File: src/rtl/bg_pkg.sv
package bg_pkg;

   // Readback view selected by the control bit.
   typedef enum logic {
      VIEW_RELOAD = 1'b0,
      VIEW_COUNT  = 1'b1
   } bg_view_e;

   // Byte lane whose write restarts the counter.
   localparam int unsigned RESTART_LANE = 0;

endpackage

File: src/rtl/bg_reload_regs.sv
module bg_reload_regs #(
   parameter int unsigned BUS_W  = 8,
   parameter int unsigned NLANES = 2,
   parameter int unsigned LANE_W = 1,
   localparam int unsigned CNT_W = BUS_W * NLANES
) (
   input  logic              clk,
   input  logic              rst_n,
   input  logic              wr,
   input  logic [LANE_W-1:0] sel,
   input  logic [BUS_W-1:0]  wdata,
   output logic [CNT_W-1:0]  reload,
   output logic [CNT_W-1:0]  load_val,
   output logic              restart
);
   import bg_pkg::*;

   assign restart = wr && (sel == LANE_W'(RESTART_LANE));

   for (genvar g = 0; g < NLANES; g++) begin : g_lane
      logic [BUS_W-1:0] lane_q;
      logic             lane_we;

      assign lane_we = wr && (sel == LANE_W'(g));

      always_ff @(posedge clk or negedge rst_n) begin
         if (!rst_n)       lane_q <= '0;
         else if (lane_we) lane_q <= wdata;
      end

      assign reload[g*BUS_W +: BUS_W] = lane_q;

      if (g == RESTART_LANE) begin : g_restart
         assign load_val[g*BUS_W +: BUS_W] = wdata;
      end else begin : g_keep
         assign load_val[g*BUS_W +: BUS_W] = lane_q;
      end
   end

   // A write to another lane leaves the restart lane unchanged.
   AST_HI_KEEPS_LO: assert property (@(posedge clk) disable iff (!rst_n)
      (wr && !restart) |=> $stable(reload[RESTART_LANE*BUS_W +: BUS_W]))
      else $error("high write altered low lane");

endmodule

File: src/rtl/bg_counter.sv
module bg_counter #(
   parameter int unsigned CNT_W = 16
) (
   input  logic             clk,
   input  logic             rst_n,
   input  logic             restart,
   input  logic [CNT_W-1:0] load_val,
   input  logic [CNT_W-1:0] reload,
   output logic [CNT_W-1:0] cnt,
   output logic             zero,
   output logic             tick
);
   logic [CNT_W-1:0] reload_eff;
   logic [CNT_W-1:0] cnt_d;

   assign zero       = (cnt == '0);
   assign reload_eff = (reload == '0) ? CNT_W'(1) : reload;

   always_comb begin
      if (restart)   cnt_d = load_val;
      else if (zero) cnt_d = reload_eff;
      else           cnt_d = cnt - CNT_W'(1);
   end

   always_ff @(posedge clk or negedge rst_n) begin
      if (!rst_n) begin
         cnt  <= '0;
         tick <= 1'b0;
      end else begin
         cnt  <= cnt_d;
         tick <= zero;
      end
   end

   AST_CNT_DECR: assert property (@(posedge clk) disable iff (!rst_n)
      (!restart && !zero) |=> (cnt == $past(cnt) - CNT_W'(1)))
      else $error("count did not decrement");

   AST_ZERO_NOT_STUCK: assert property (@(posedge clk) disable iff (!rst_n)
      (!restart && zero) |=> (cnt != '0))
      else $error("count stalled at zero");

   AST_RESTART_LOAD: assert property (@(posedge clk) disable iff (!rst_n)
      restart |=> (cnt == $past(load_val)))
      else $error("low write did not load count");

   AST_TICK_AFTER_ZERO: assert property (@(posedge clk) disable iff (!rst_n)
      tick |-> $past(zero))
      else $error("tick without zero");

endmodule

File: src/rtl/bg_readmux.sv
module bg_readmux #(
   parameter int unsigned BUS_W  = 8,
   parameter int unsigned NLANES = 2,
   parameter int unsigned LANE_W = 1,
   localparam int unsigned CNT_W = BUS_W * NLANES
) (
   input  bg_pkg::bg_view_e  view,
   input  logic [CNT_W-1:0]  reload,
   input  logic [CNT_W-1:0]  cnt,
   input  logic [LANE_W-1:0] sel,
   output logic [BUS_W-1:0]  rdata
);
   import bg_pkg::*;

   logic [CNT_W-1:0] src;
   logic [BUS_W-1:0] lanes [NLANES];

   assign src = (view == VIEW_COUNT) ? cnt : reload;

   for (genvar g = 0; g < NLANES; g++) begin : g_slice
      assign lanes[g] = src[g*BUS_W +: BUS_W];
   end

   if (NLANES == (1 << LANE_W)) begin : g_full
      assign rdata = lanes[sel];
   end else begin : g_partial
      always_comb begin
         rdata = '0;
         for (int i = 0; i < NLANES; i++)
            if (sel == LANE_W'(i)) rdata = lanes[i];
      end
   end

endmodule

File: src/rtl/bg_irq_gen.sv
module bg_irq_gen (
   input  logic             clk,
   input  logic             rst_n,
   input  logic             zero,
   input  bg_pkg::bg_view_e view,
   input  logic             rx_en,
   output logic             irq
);
   import bg_pkg::*;

   logic timer_mode;

   assign timer_mode = (view == VIEW_COUNT) && !rx_en;

   always_ff @(posedge clk or negedge rst_n) begin
      if (!rst_n) irq <= 1'b0;
      else        irq <= zero && timer_mode;
   end

   AST_IRQ_CAUSE: assert property (@(posedge clk) disable iff (!rst_n)
      irq |-> $past(zero && !rx_en && (view == VIEW_COUNT)))
      else $error("irq without timer-mode zero");

   AST_IRQ_QUIET: assert property (@(posedge clk) disable iff (!rst_n)
      (rx_en || (view == VIEW_RELOAD)) |=> !irq)
      else $error("irq while gated off");

endmodule

File: src/rtl/baud_gen_rb.sv
module baud_gen_rb #(
   parameter int unsigned BUS_W  = 8,
   parameter int unsigned CNT_W  = 16,
   localparam int unsigned NLANES = CNT_W / BUS_W,
   localparam int unsigned LANE_W = (NLANES > 1) ? $clog2(NLANES) : 1
) (
   input  logic              clk,
   input  logic              rst_n,
   input  logic              reg_wr,
   input  logic [LANE_W-1:0] reg_sel,
   input  logic [BUS_W-1:0]  reg_wdata,
   output logic [BUS_W-1:0]  reg_rdata,
   input  logic              ctrl_we,
   input  logic              ctrl_d,
   input  logic              rx_en,
   output logic              tick,
   output logic              irq
);
   import bg_pkg::*;

   if ((CNT_W % BUS_W) != 0 || NLANES < 2) begin : g_bad_width
      $error("CNT_W must be a multiple of BUS_W, at least two lanes");
   end

   bg_view_e         view_q;
   logic [CNT_W-1:0] reload;
   logic [CNT_W-1:0] load_val;
   logic [CNT_W-1:0] cnt;
   logic             restart;
   logic             zero;

   always_ff @(posedge clk or negedge rst_n) begin
      if (!rst_n)       view_q <= VIEW_RELOAD;
      else if (ctrl_we) view_q <= bg_view_e'(ctrl_d);
   end

   bg_reload_regs #(.BUS_W(BUS_W), .NLANES(NLANES), .LANE_W(LANE_W)) u_regs (
      .clk(clk), .rst_n(rst_n), .wr(reg_wr), .sel(reg_sel), .wdata(reg_wdata),
      .reload(reload), .load_val(load_val), .restart(restart)
   );

   bg_counter #(.CNT_W(CNT_W)) u_cnt (
      .clk(clk), .rst_n(rst_n), .restart(restart), .load_val(load_val),
      .reload(reload), .cnt(cnt), .zero(zero), .tick(tick)
   );

   bg_readmux #(.BUS_W(BUS_W), .NLANES(NLANES), .LANE_W(LANE_W)) u_rd (
      .view(view_q), .reload(reload), .cnt(cnt), .sel(reg_sel), .rdata(reg_rdata)
   );

   bg_irq_gen u_irq (
      .clk(clk), .rst_n(rst_n), .zero(zero), .view(view_q), .rx_en(rx_en), .irq(irq)
   );

   AST_IRQ_HAS_TICK: assert property (@(posedge clk) disable iff (!rst_n)
      irq |-> tick)
      else $error("irq without tick");

   AST_CTRL_WRITE: assert property (@(posedge clk) disable iff (!rst_n)
      ctrl_we |=> (view_q == bg_view_e'($past(ctrl_d))))
      else $error("control write lost");

endmodule

File: config.mk
export PLATFORM = sky130hd
export DESIGN_NAME = baud_gen_rb
export DESIGN_NICKNAME = d
export VERILOG_FILES = /design/src/rtl/bg_pkg.sv /design/src/rtl/bg_reload_regs.sv /design/src/rtl/bg_counter.sv /design/src/rtl/bg_readmux.sv /design/src/rtl/bg_irq_gen.sv /design/src/rtl/baud_gen_rb.sv
export SDC_FILE = /design/constraint.sdc
export NUM_CORES = 1
export LEC_CHECK = 0
export BUFFER_PORTS_ARGS = -buffer_cell sky130_fd_sc_hd__buf_4
export CORE_UTILIZATION = 50
export CTS_CLUSTER_DIAMETER = 120
export DETAILED_ROUTE_END_ITERATION = 8
export PLACE_DENSITY = 0.71
export SYNTH_ARGS = -nofsm -noshare
export SYNTH_HDL_FRONTEND = slang
export SYNTH_SLANG_ARGS = --single-unit
export TNS_END_PERCENT = 50
File: constraint.sdc
create_clock -name clk -period 4.4 [get_ports clk]
set_input_delay 0.44 -clock clk [delete_from_list [all_inputs] [get_ports clk]]
set_output_delay 0.44 -clock clk [all_outputs]
set_load 0.05 [all_outputs]
==> summary.txt <==
Status: finished clean
Switching share of power: 0.380
Post-synth top cells: 35 x dfrtp_1, 27 x nand2_1, 9 x mux2_2
Routed WL per cell: 18.3 um
CTS tree: built
DP Wirelength: 3130 um
Maximum vdd drop: 0.271 mV
Async SR Flop Fraction: 1.00
Psw: 438 uW
GPL Wtd Cong: 0.841
Fin crit share: 0.482
Fmax: 0.471 GHz
Yosys warning total: 0
Setup slack, reg-to-reg: 2.40 ns
Family with the most delay on the worst path: flip-flops
Cts hold-fix bufs: 0
ANT nets after route: 0
Internal: 715 uW
Initial core utilization: 0.522
Total CTS buffers: 5
Non-filler cells, final: 235
Comb pwr share: 0.336
H-tree depth: 2
Final hold viol count: 0
Minimum clock period: 2.12 ns
GRT overflow: 0
IO Count: 25
RSZ-0062 raised after global routing: no
Setup TNS Final: 0 ns
Share of cells above drive strength 1: 0.337
Routed Wire Length: 4290 um
DP Area: 2140 um2
Top_reg_cell synth: dfrtp_1
Die width: 64.1 um
Largest net degree at the start of global routing: 36
Initial antenna violation count: 0
CP startpoint kind: flop
Sequential Power Share: 0.443
Diodes inserted: 0
Worst EP required: 3.96 ns
Area of the core: 3690 um2
Design Area, Final: 2240 um2
Leakage Power: 0.000987 uW
TritonCTS sink count: 35
Critical Path Sink Type: output pin
Worst Tran Pin Value: 1.11 ns
Yosys reg bits: 35
Die height: 64.1 um
1st-pass router iterations: 4
Final setup fails: 0
Synth area leaders: dfrtp_1 45%, mux4_2 9.4%, mux2_2 5.3%
IO Port Bufs: 24
Post-synth EDFFs: 0
WS Path Type: flop to output pin
First-pass GRT wire length: 6990 um
Cell accounting for the most synthesized area: dfrtp_1
Max Cap Violations: 0
Post-Syn Area: 1930 um2
Clock power share: 0.221
Crit Path Max Fanout: 10
Top cell type's share of synthesized area: 0.455
Worst rel slew slack: 0.260
Post-synth cell types: 38
Routed vias/inst: 5.83
Post CTS Setup Buffer Count: 0
Dpl cells: 227
Max Slew Vio Count: 0
Worst skew pair latency: 0.29 ns
Max incr delay on CP: 0.61 ns
GRT Total Usage: 0.239
Hold Path Class: input port to async pin
Slowest cell on the critical path: dfrtp_1
Max Root-Sink Buffers: 2
Final core occ: 0.606
CTS Root Cell: clkbuf_8
Worst Clk Skew: 0.00421 ns
Initial DRC count: 54
Synthesized net count: 178
Post-Syn Instances: 161
Syn Area/Cell: 12.0 um2
Seq/Total Area, Yosys: 0.455
# rows: 22
Via count: 1370
Clk pin slew, worst setup/hold paths: 0.07 ns
Count leader, synth: dfrtp_1
P&R area growth vs syn: 16.0%
Pwr dens: 515 nW/um2
Die ar.: 4110 um2
Nets@finish: 203
Critical path arrival: 1.68 ns
Critical path buffers and inverters: 1
CP cell instances: mux4_2 > buf_4
Post-route DRC: 0
Cts repair resizes: 0
Vias in the first global route: 1418
-- flip-flops by register name, indices dropped and copies added, names as in the netlist --
| name | flops |
|---|---|
| u_cnt.cnt | 16 |
| u_cnt.tick | 1 |
| u_irq.irq | 1 |
| u_regs.g_lane.lane_q | 16 |
| view_q | 1 |
-- stage by stage --
step / worst slack (ns) / hold WS [ns] / total power (uW)
6_report: 2.28 / 0.0998 / 1150
3_3_place_gp: 2.48 / 0.410 / 892
4_1_cts: 2.27 / 0.107 / 1160
3_5_place_dp: 2.41 / 0.422 / 902
2_1_floorplan: 2.61 / 0.144 / 786
5_1_grt: 2.22 / 0.126 / 1210
-- cells in the final DEF, fill, tap and decap left out, types with 2 or more instances in the layout --
| cell type | netlist | layout |
|---|---|---|
| buf_4 | 0 | 24 |
| clkbuf_8 | 0 | 7 |
| dfrtp_1 | 35 | 35 |
| ha_1 | 2 | 2 |
| inv_1 | 2 | 2 |
| mux2_2 | 9 | 9 |
| mux2i_1 | 5 | 5 |
| mux4_2 | 8 | 8 |
| nand2_1 | 27 | 27 |
| nand2b_1 | 2 | 2 |
| nand3_1 | 2 | 2 |
| nor2_1 | 7 | 7 |
| nor3_1 | 3 | 3 |
| nor3_2 | 2 | 2 |
| nor3b_1 | 2 | 2 |
| nor4_1 | 4 | 4 |
| nor4_4 | 2 | 2 |
| o21ai_1 | 5 | 5 |
| o2bb2ai_1 | 8 | 8 |
| o31ai_1 | 2 | 2 |
| xnor2_1 | 8 | 8 |
| xor2_1 | 5 | 5 |
-- metal layers --
layer	vias up	track usage	part of all wire
li1	631	-	-
met1	682	0.323	0.44
met2	52	0.372	0.49
met3	5	0.0589	0.059
met4	0	0.0852	0.012
met5	-	0	0
-- layout make-up --
type	instances	area, um2
well taps	48	60.1
flip-flops and latches	35	876
clock buffers	8	100
fillers	322	1450
multi-input cells	117	1010
repair buffers	24	180
inverters	3	11.3
-- power groups by stage --
stage | clock network [uW] | logic (uW) | registers [uW]
3_5_place_dp | 0 | 389 | 513
2_1_floorplan | 0 | 308 | 478
4_1_cts | 261 | 390 | 508
3_3_place_gp | 0 | 383 | 510
6_report | 255 | 388 | 510
5_1_grt | 273 | 419 | 519
-- kinds of logic (layout without fill, tap and decap cells) --
kind of cell | after synthesis | count (layout) | share of synthesized area
compound gates | 18 | 18 | 0.0766
xor+xnor | 13 | 13 | 0.0591
fa+ha+maj | 2 | 2 | 0.0130
buf+inv | 9 | 35 | 0.0221
flops | 35 | 35 | 0.455
mux | 22 | 22 | 0.172
simple gates | 62 | 62 | 0.203
-- path summary, 6_finish.rpt --
path	from	to	cells past startpoint
min in group clk	rx_en	u_irq.irq	2
worst max-delay path	view_q	reg_rdata[0]	2
worst min register to register	u_regs.g_lane[0].lane_q[7]	u_regs.g_lane[0].lane_q[7]	2
worst max register to register	u_cnt.cnt[0]	u_cnt.cnt[6]	7
worst min-delay path	rst_n	u_regs.g_lane[0].lane_q[1]	1
max in group asynchronous	rst_n	u_regs.g_lane[0].lane_q[6]	1
Power figures use the tool's default switching activity.
